**src/rtl/pcpwm_pkg.sv**
```systemverilog
package pcpwm_pkg;

    localparam int CNT_W = 8;
    localparam logic [CNT_W-1:0] CNT_TOP = {CNT_W{1'b1}};
    localparam logic [CNT_W-1:0] CNT_BOT = '0;

    typedef enum logic [2:0] {
        PS_DIV1    = 3'd0,
        PS_DIV8    = 3'd1,
        PS_DIV64   = 3'd2,
        PS_DIV256  = 3'd3,
        PS_DIV1024 = 3'd4
    } ps_code_e;

    // Planned next step of the counter.
    typedef struct packed {
        logic [CNT_W-1:0] nxt;     // value after the step
        logic             rising;  // step goes upward
    } cnt_step_t;

    function automatic int unsigned ps_ratio(input logic [2:0] code);
        case (code)
            PS_DIV1:   return 1;
            PS_DIV8:   return 8;
            PS_DIV64:  return 64;
            PS_DIV256: return 256;
            default:   return 1024;
        endcase
    endfunction

endpackage

```
**src/rtl/pcpwm_prescaler.sv**
```systemverilog
module pcpwm_prescaler #(
    parameter int PS_W = 10
) (
    input  logic       clk_i,
    input  logic       rst_i,
    input  logic       en_i,
    input  logic [2:0] sel_i,
    output logic       tick_o
);
    import pcpwm_pkg::*;

    logic [PS_W-1:0] div_cnt;
    logic [2:0]      sel_q;
    logic            sel_chg;
    logic [PS_W-1:0] last_val;

    assign sel_chg  = (sel_i != sel_q);
    assign last_val = PS_W'(ps_ratio(sel_i) - 1);
    assign tick_o   = en_i && !sel_chg && (div_cnt == last_val);

    always_ff @(posedge clk_i) begin
        if (rst_i) begin
            div_cnt <= '0;
            sel_q   <= '0;
        end else begin
            sel_q <= sel_i;
            if (!en_i || sel_chg || tick_o) begin
                div_cnt <= '0;
            end else begin
                div_cnt <= div_cnt + 1'b1;
            end
        end
    end

endmodule

```
**src/rtl/pcpwm_updown.sv**
```systemverilog
module pcpwm_updown (
    input  logic                        clk_i,
    input  logic                        rst_i,
    input  logic                        tick_i,
    output pcpwm_pkg::cnt_step_t        step_o,
    output logic [pcpwm_pkg::CNT_W-1:0] cnt_o
);
    import pcpwm_pkg::*;

    logic going_up;

    always_comb begin
        if (going_up) begin
            if (cnt_o == CNT_TOP) begin
                step_o.nxt    = CNT_TOP - 1'b1;
                step_o.rising = 1'b0;
            end else begin
                step_o.nxt    = cnt_o + 1'b1;
                step_o.rising = 1'b1;
            end
        end else begin
            if (cnt_o == CNT_BOT) begin
                step_o.nxt    = CNT_BOT + 1'b1;
                step_o.rising = 1'b1;
            end else begin
                step_o.nxt    = cnt_o - 1'b1;
                step_o.rising = 1'b0;
            end
        end
    end

    always_ff @(posedge clk_i) begin
        if (rst_i) begin
            cnt_o    <= CNT_BOT;
            going_up <= 1'b1;
        end else if (tick_i) begin
            cnt_o    <= step_o.nxt;
            going_up <= step_o.rising;
        end
    end

endmodule

```
**src/rtl/pcpwm_wavegen.sv**
```systemverilog
module pcpwm_wavegen (
    input  logic                        clk_i,
    input  logic                        rst_i,
    input  logic                        en_i,
    input  logic                        tick_i,
    input  pcpwm_pkg::cnt_step_t        step_i,
    input  logic [pcpwm_pkg::CNT_W-1:0] cmp_buf_i,
    output logic [pcpwm_pkg::CNT_W-1:0] act_cmp_o,
    output logic                        lvl_o,
    output logic                        cmp_hit_o,
    output logic                        bot_hit_o
);
    import pcpwm_pkg::*;

    logic             load_top;
    logic [CNT_W-1:0] act_nx;
    logic             lvl_nx;

    assign load_top = tick_i && step_i.rising && (step_i.nxt == CNT_TOP);
    assign act_nx   = (!en_i || load_top) ? cmp_buf_i : act_cmp_o;

    // Turning points force the level of the slope ahead; elsewhere a
    // match clears on the way up and sets on the way down.
    always_comb begin
        lvl_nx = lvl_o;
        if (step_i.nxt == CNT_TOP) begin
            lvl_nx = (act_nx == CNT_TOP);
        end else if (step_i.nxt == CNT_BOT) begin
            lvl_nx = (act_nx != CNT_BOT);
        end else if (step_i.nxt == act_nx) begin
            lvl_nx = !step_i.rising;
        end
    end

    always_ff @(posedge clk_i) begin
        if (rst_i) begin
            act_cmp_o <= '0;
            lvl_o     <= 1'b0;
            cmp_hit_o <= 1'b0;
            bot_hit_o <= 1'b0;
        end else begin
            act_cmp_o <= act_nx;
            cmp_hit_o <= tick_i && (step_i.nxt == act_nx);
            bot_hit_o <= tick_i && !step_i.rising && (step_i.nxt == CNT_BOT);
            if (tick_i) begin
                lvl_o <= lvl_nx;
            end
        end
    end

endmodule

```
**src/rtl/pcpwm_timer.sv**
```systemverilog
module pcpwm_timer #(
    parameter int PS_W = 10
) (
    input  logic       clk_i,
    input  logic       rst_i,
    input  logic       en_i,
    input  logic [2:0] ps_sel_i,
    input  logic [7:0] cmp_i,
    input  logic       inv_i,
    output logic       pwm_o,
    output logic [7:0] cnt_o,
    output logic       cmp_flag_o,
    output logic       ovf_flag_o
);
    import pcpwm_pkg::*;

    logic             tick;
    cnt_step_t        step;
    logic [CNT_W-1:0] act_cmp;
    logic             lvl;

    pcpwm_prescaler #(.PS_W(PS_W)) u_pre (
        .clk_i  (clk_i),
        .rst_i  (rst_i),
        .en_i   (en_i),
        .sel_i  (ps_sel_i),
        .tick_o (tick)
    );

    pcpwm_updown u_cnt (
        .clk_i  (clk_i),
        .rst_i  (rst_i),
        .tick_i (tick),
        .step_o (step),
        .cnt_o  (cnt_o)
    );

    pcpwm_wavegen u_wave (
        .clk_i     (clk_i),
        .rst_i     (rst_i),
        .en_i      (en_i),
        .tick_i    (tick),
        .step_i    (step),
        .cmp_buf_i (cmp_i),
        .act_cmp_o (act_cmp),
        .lvl_o     (lvl),
        .cmp_hit_o (cmp_flag_o),
        .bot_hit_o (ovf_flag_o)
    );

    assign pwm_o = lvl ^ inv_i;

endmodule

```
**config.mk**
```make
export PLATFORM = sky130hd
export DESIGN_NAME = pcpwm_timer
export DESIGN_NICKNAME = d
export VERILOG_FILES = /design/src/rtl/pcpwm_pkg.sv /design/src/rtl/pcpwm_prescaler.sv /design/src/rtl/pcpwm_updown.sv /design/src/rtl/pcpwm_wavegen.sv /design/src/rtl/pcpwm_timer.sv
export SDC_FILE = /design/constraint.sdc
export NUM_CORES = 1
export LEC_CHECK = 0
export BUFFER_PORTS_ARGS = -buffer_cell sky130_fd_sc_hd__clkbuf_2
export CORE_AREA = 2 2 52 79
export CTS_CLUSTER_SIZE = 10
export DETAILED_ROUTE_END_ITERATION = 7
export DIE_AREA = 0 0 54 81
export PLACE_DENSITY = 0.93
export SKIP_CTS_REPAIR_TIMING = 1
export SYNTH_ARGS = -nofsm -noshare
export SYNTH_HDL_FRONTEND = slang
export SYNTH_SLANG_ARGS = --single-unit
export TNS_END_PERCENT = 1
```
**constraint.sdc**
```tcl
create_clock -name clk_i -period 10.65 [get_ports clk_i]
set_input_delay 1.5975 -clock clk_i [delete_from_list [all_inputs] [get_ports clk_i]]
set_output_delay 1.5975 -clock clk_i [all_outputs]
set_load 0.02 [all_outputs]
```
# == Word-level counts from Yosys, hierarchy flattened ==
# Cells that the tools add are included.
# W data, S select, Z words.
# word_totals
reg_bits,33
inputBits,15
output_inout_bits,11
elab_cells,50
# op_classes
add_sub_neg,4
eq_ne,9
mux,8
bitwise,1
n_reduce_logical,20
# op_table
operator,n
$pmux W9 S4,1
$mux W9,3
$eq A8 B8 Y1 const B,3
$logic_not A8 Y1,2
$add A10 B1 Y10 const B,1
$eq A10 B10 Y1,1
$sub A10 B1 Y10 const B,1
$add A8 B1 Y8 const B,1
$eq A8 B8 Y1,1
$mux W8,1
$reduce_bool A8 Y1,1
$sub A8 B1 Y8 const B,1
$logic_and A1 B1 Y1,7
$eq A3 B2 Y1 const B,2
$eq A3 B1 Y1 const B,1
$logic_not A1 Y1,3
$logic_not A3 Y1,1
$logic_or A1 B1 Y1,3
$mux W1,3
$ne A3 B3 Y1,1
$reduce_bool A3 Y1,1
$reduce_and A2 Y1,1
$reduce_or A2 Y1,1
$xor A1 B1 Y1,1

# == Logic depth before layout (Yosys ltp) ==
# depth
depth_word,13
ltp_mapped,17
depth_no_buf,15

# == Cells and area by module ==
# From an unflattened synthesis, not the netlist that was laid out.
# unflattened
hier_cells,332
hier_area_um2,2676.3
# by_module_without_submodules
mod,n_inst,cells_per_inst,area_each_um2,seq_area_each_um2
pcpwm_updown,1,127,975.9,180.2
pcpwm_wavegen,1,126,965.9,220.2
pcpwm_prescaler,1,78,725.7,260.2
pcpwm_timer,1,1,8.8,0.0

# == Worst setup path after synthesis ==
# OpenSTA, ideal clock, no wires.
# synth_path
path_type,input -> register
from,input port ps_sel_i[2]
to,register u_wave.lvl_o
setup_time_ns,0.132
arrival_time_ns,5.462
t_required_ns,10.518
setup_slack_ns,5.056
stages,16
n_path_buf,2
path_cell_list,clkbuf_1 or3_1 ha_1 ha_1 xnor2_1 or4b_1 a2111o_1 nor3_1 or4b_4 nand2_4 buf_6 mux2i_1 xnor2_1 nor4_2 o31ai_2 mux2i_1
# synth_between
elab_chain_len,12
elab_cells_between_ends,22
classes_between,1 x add/sub; 7 x eq/ne; 4 x mux; 10 x reduce/logical
# synth_lines
item,line,rtl
start: declaration,pcpwm_timer.sv:7,"input logic [2:0] ps_sel_i,"
$eq A3 B2 Y1 (tied with other cells),pcpwm_pkg.sv:22,case (code)
$pmux W9 S4,pcpwm_pkg.sv:22,
$sub A10 B1 Y10,pcpwm_prescaler.sv:18,assign last_val = PS_W'(ps_ratio(sel_i) - 1);
$eq A10 B10 Y1,pcpwm_prescaler.sv:19,assign tick_o = en_i && !sel_chg && (div_cnt == last_val);
$logic_and A1 B1 Y1 *,pcpwm_prescaler.sv:19,
$logic_and A1 B1 Y1 (2 in a row),pcpwm_wavegen.sv:19,assign load_top = tick_i && step_i.rising && (step_i.nxt == CNT_TOP);
$logic_or A1 B1 Y1,pcpwm_wavegen.sv:20,assign act_nx = (!en_i || load_top) ? cmp_buf_i : act_cmp_o;
$mux W8,pcpwm_wavegen.sv:20,
$eq A8 B8 Y1 / $reduce_bool A8 Y1 (equally long branches),"pcpwm_wavegen.sv:30, pcpwm_wavegen.sv:29",
$reduce_bool A3 Y1 (no line) / $mux W1 (equally long branches),-,
$reduce_and A2 Y1 (no line) / $mux W1 (equally long branches),-,
end signal: assignment,pcpwm_wavegen.sv:46,lvl_o <= lvl_nx;
end: declaration,pcpwm_wavegen.sv:9,"output logic lvl_o,"
# Every way passes the cells marked *; elsewhere a longest branch is shown, timed or not.
# A chain may end at the register's enable or synchronous reset.

# == Final worst setup path ==
# layout_path
from,input port ps_sel_i[0]
to,register u_wave.lvl_o
# Same word-level chain as after synthesis.

==> impl_metrics.py <==
metrics = {
    "status": {
        "status": "finished, final reports clean",
    },
    "power_and_ir_drop": {
        "clkPwrFrac_pct": 44.4,
        "seqPwrFrac_pct": 46.9,
        "p_switching_mw": 0.0619,
        "power_frac_comb_pct": 8.7,
        "ir_drop_uv": 106,
        "cell_internal_pwr_mw": 0.212,
        "power_density_nw_per_um2": 111,
        "p_sw_share_pct": 22.6,
        "p_leak_nw": 0.936,
    },
    "clock_tree": {
        "cts.clk_slew.worst_paths_ns": 0.06,
        "cts.sinks": 33,
        "clk_path_buf_depth": 2,
        "root_buffer": "clkbuf_8",
        "cts_max_level": 2,
        "cts_tree": "built",
        "insertion_delay_ns": 0.29,
        "numCtsBuffers": 5,
    },
    "timing": {
        "clock.fmax_ghz": 0.177,
        "finalCritPeriodShare_pct": 53.1,
        "setup-violations-final": 0,
        "period_needed_ns": 5.65,
        "finalHoldViolCount": 0,
        "tightest_slew_ns": 1.03,
        "grt_setup_unrepaired": "false",
        "slew_headroom_pct": 31.1,
        "setup_tns_ns": 0,
        "slew_viol_final": 0,
        "fin_skew_ns": 0.00463,
    },
    "worst_setup_path": {
        "arrival_ns": 5.81,
        "crit_required_ns": 10.81,
        "slowest_stage": "or4b_4",
        "setup.worst_path.start_class": "input port",
        "cp_top_family": "simple AND/OR/NAND/NOR gates",
        "end_kind": "flop",
        "reg2reg_slack_ns": 6.57,
        "critPathMaxFanout": 12,
        "path_cells": "clkbuf_2, or3_1, ha_1, ha_1, xnor2_1, or4b_1, a2111o_1, nor3_1, or4b_4, nand2_4, mux2i_1, xnor2_1, nor4_2, o31ai_2, mux2i_1",
        "rr_worst_depth": 13,
        "r2r-end": "u_wave.lvl_o",
        "cp_num_buf_inv": 1,
        "r2r-start": "u_cnt.cnt_o[0]",
        "criticalPathCategory": "in2reg",
        "slowest_delay_ns": 0.55,
    },
    "drt": {
        "dr_total_vias": 2158,
        "drc_errors": 0,
        "drt_iter0_drc": 64,
        "antenna_left": 0,
        "avgViaCountPerCell": 6.27,
        "wirelength_microns": 5330,
        "wl_per_cell_microns": 15.5,
        "first_pass_iters": 5,
    },
    "grt": {
        "overflow": 0,
        "antenna_found_initial": 0,
        "grt_usage_pct": 27.1,
        "grt_pass1_wl_microns": 8840,
        "grt_pass1_vias": 2009,
        "grt_max_degree": 23,
    },
    "synth": {
        "yosys.cell_types.count": 52,
        "synth_warnings": 0,
        "ys_ff_latch": 33,
        "synthMostInstantiatedCell": "nor2_1",
        "avgSynthCellArea_sq_um": 7.95,
        "netlist_top_cells_count": "nor2_1, dfxtp_1, nand2_1",
        "yosysTopAreaCellShare_pct": 29.8,
        "syn-cell-area_sq_um": 2220,
        "ys_seq_area_share_pct": 29.8,
        "synth_nets": 300,
        "synth_flop_cell": "dfxtp_1",
        "synth-async-reset-ratio_pct": 0,
        "synth_area_leaders": "dfxtp_1, nor2_1, xnor2_1, mux2i_1, ha_1",
        "synth-edff-count": 0,
        "syn_inst": 279,
        "yosysTopAreaCell": "dfxtp_1",
    },
    "placed_design": {
        "gp_congestion": 0.909,
        "dpl.hpwl_microns": 3920,
        "placed_cells": 336,
        "io_buffers": 25,
    },
    "floorplan": {
        "coreArea_sq_um": 3780,
        "die-area_sq_um": 4370,
        "initial_core_util_pct": 58.6,
        "io_pins": 26,
        "rows": 28,
        "die_h_microns": 81,
        "die_w_microns": 54,
    },
    "min_path": {
        "hp-start": "u_pre.div_cnt[0]",
        "hold_path_end": "u_pre.div_cnt[0]",
        "holdCritPathClass": "reg2reg",
        "min_path_cells": 1,
    },
    "finish": {
        "ff_latch_area_sq_um": 661,
        "multi_input_comb_area_sq_um": 1470,
        "n_fill_cell": 320,
        "drive_gt1_share_pct": 13.0,
        "fin_nets": 319,
        "instances_no_fill": 344,
        "area_growth_pct": 10.9,
        "diodes": 0,
    },
    "run": {
        "max_cap_violations": 0,
    },
}
through the flow:
step / instance area, sq um / util (%) / worst slack, ns / power, mW / hold WS (ns)
floorplan: 2220 / - / 5.06 / 0.147 / 0.426
global placement: 2340 / 61.9 / 4.85 / 0.154 / 0.443
detailed placement: 2340 / 61.9 / 4.68 / 0.155 / 0.494
CTS: 2460 / 65.0 / 4.98 / 0.276 / 0.503
global route: 2460 / 65.0 / 4.74 / 0.283 / 0.528
finish: 2460 / 65.0 / 5.00 / 0.274 / 0.494
worst reg2reg max path, cell delays in order, from the launching register on:
cell and delay, ns:
dfxtp_1 0.38, inv_1 0.15, ha_1 0.17, or4b_4 0.48, or3_1 0.32, a32o_2 0.30
a211o_1 0.31, or4b_4 0.57, nand2_4 0.19, mux2i_1 0.31, xnor2_1 0.13, nor4_2 0.35
o31ai_2 0.12, mux2i_1 0.17
power groups by stage:
stage / Combinational (mW) / Sequential (mW) / Clock (mW)
2_1_floorplan: 0.0164 / 0.131 / 0
3_3_place_gp: 0.0226 / 0.131 / 0
3_5_place_dp: 0.0233 / 0.131 / 0
4_1_cts: 0.0236 / 0.129 / 0.124
5_1_grt: 0.0261 / 0.129 / 0.128
6_report: 0.0237 / 0.129 / 0.122
layout make-up:
type                            count  share of cell area [%]
Inverter                            9                    1.37
Timing Repair Buffer               25                    5.09
Tap cell                           45                    2.29
Clock buffer                        7                    3.51
Clock inverter                      1                    1.22
Multi-Input combinational cell    224                    59.6
Sequential cell                    33                    26.9
worst max path at each step:
stage / to / slack, ns / from / cells after the start
after floorplan: u_wave.lvl_o / 5.06 / ps_sel_i[2] / 16
after global routing: u_wave.lvl_o / 4.74 / ps_sel_i[0] / 15
after detailed placement: u_wave.lvl_o / 4.68 / ps_sel_i[0] / 15
after CTS: u_wave.lvl_o / 4.98 / ps_sel_i[0] / 15
after global placement: u_wave.lvl_o / 4.85 / ps_sel_i[0] / 15
final: u_wave.lvl_o / 5.00 / ps_sel_i[0] / 15
logic make-up (layout without fill, tap and decap cells):
kind of cell             Yosys count  after routing  share of synthesized area [%]
AND/OR/NAND/NOR                  128            128                           30.1
XOR/XNOR                          22             22                           8.69
multiplexers                      12             12                           5.47
buffers and inverters             22             42                           4.06
flip-flops                        33             33                           29.8
adder cells (fa/ha/maj)            6              6                           3.39
AO/OA/AOI/OAI                     56             56                           18.5
routing by layer:
layer	share of wire [%]	global-route usage (%)	vias to the layer above
met5	0	0	-
met4	3.1	13.8	0
met3	3.9	4.04	13
met2	54	48.8	52
met1	39	29.4	1018
li1	-	-	1075
state kept, by name (all words and copies together) (netlist names):
register and flops:
u_wave.act_cmp_o 8, u_wave.lvl_o 1, u_wave.cmp_hit_o 1, u_cnt.cnt_o 8, u_pre.sel_q 3, u_cnt.going_up 1
u_wave.bot_hit_o 1, u_pre.div_cnt 10
placed cells by master, fill, tap and decap left out, types with 2 or more instances in the layout:
master,n
a211o_1,5
nand3_1,14
and3_1,5
or3_1,6
nand2_1,18
o21ai_0,8
a2111o_1,2
nor2b_1,3
mux2i_1,11
nor2_1,37
nand4_1,9
nor4_1,6
a211oi_1,9
xor2_1,7
xnor2_1,15
a22oi_1,3
a21oi_1,10
or4b_4,2
a31oi_1,2
or4_1,2
clkbuf_8,6
nor3_1,12
ha_1,6
nand2b_1,2
clkbuf_2,25
dfxtp_1,33
and2_1,4
a311oi_1,3
inv_1,9
Power figures use the tool's default switching activity.
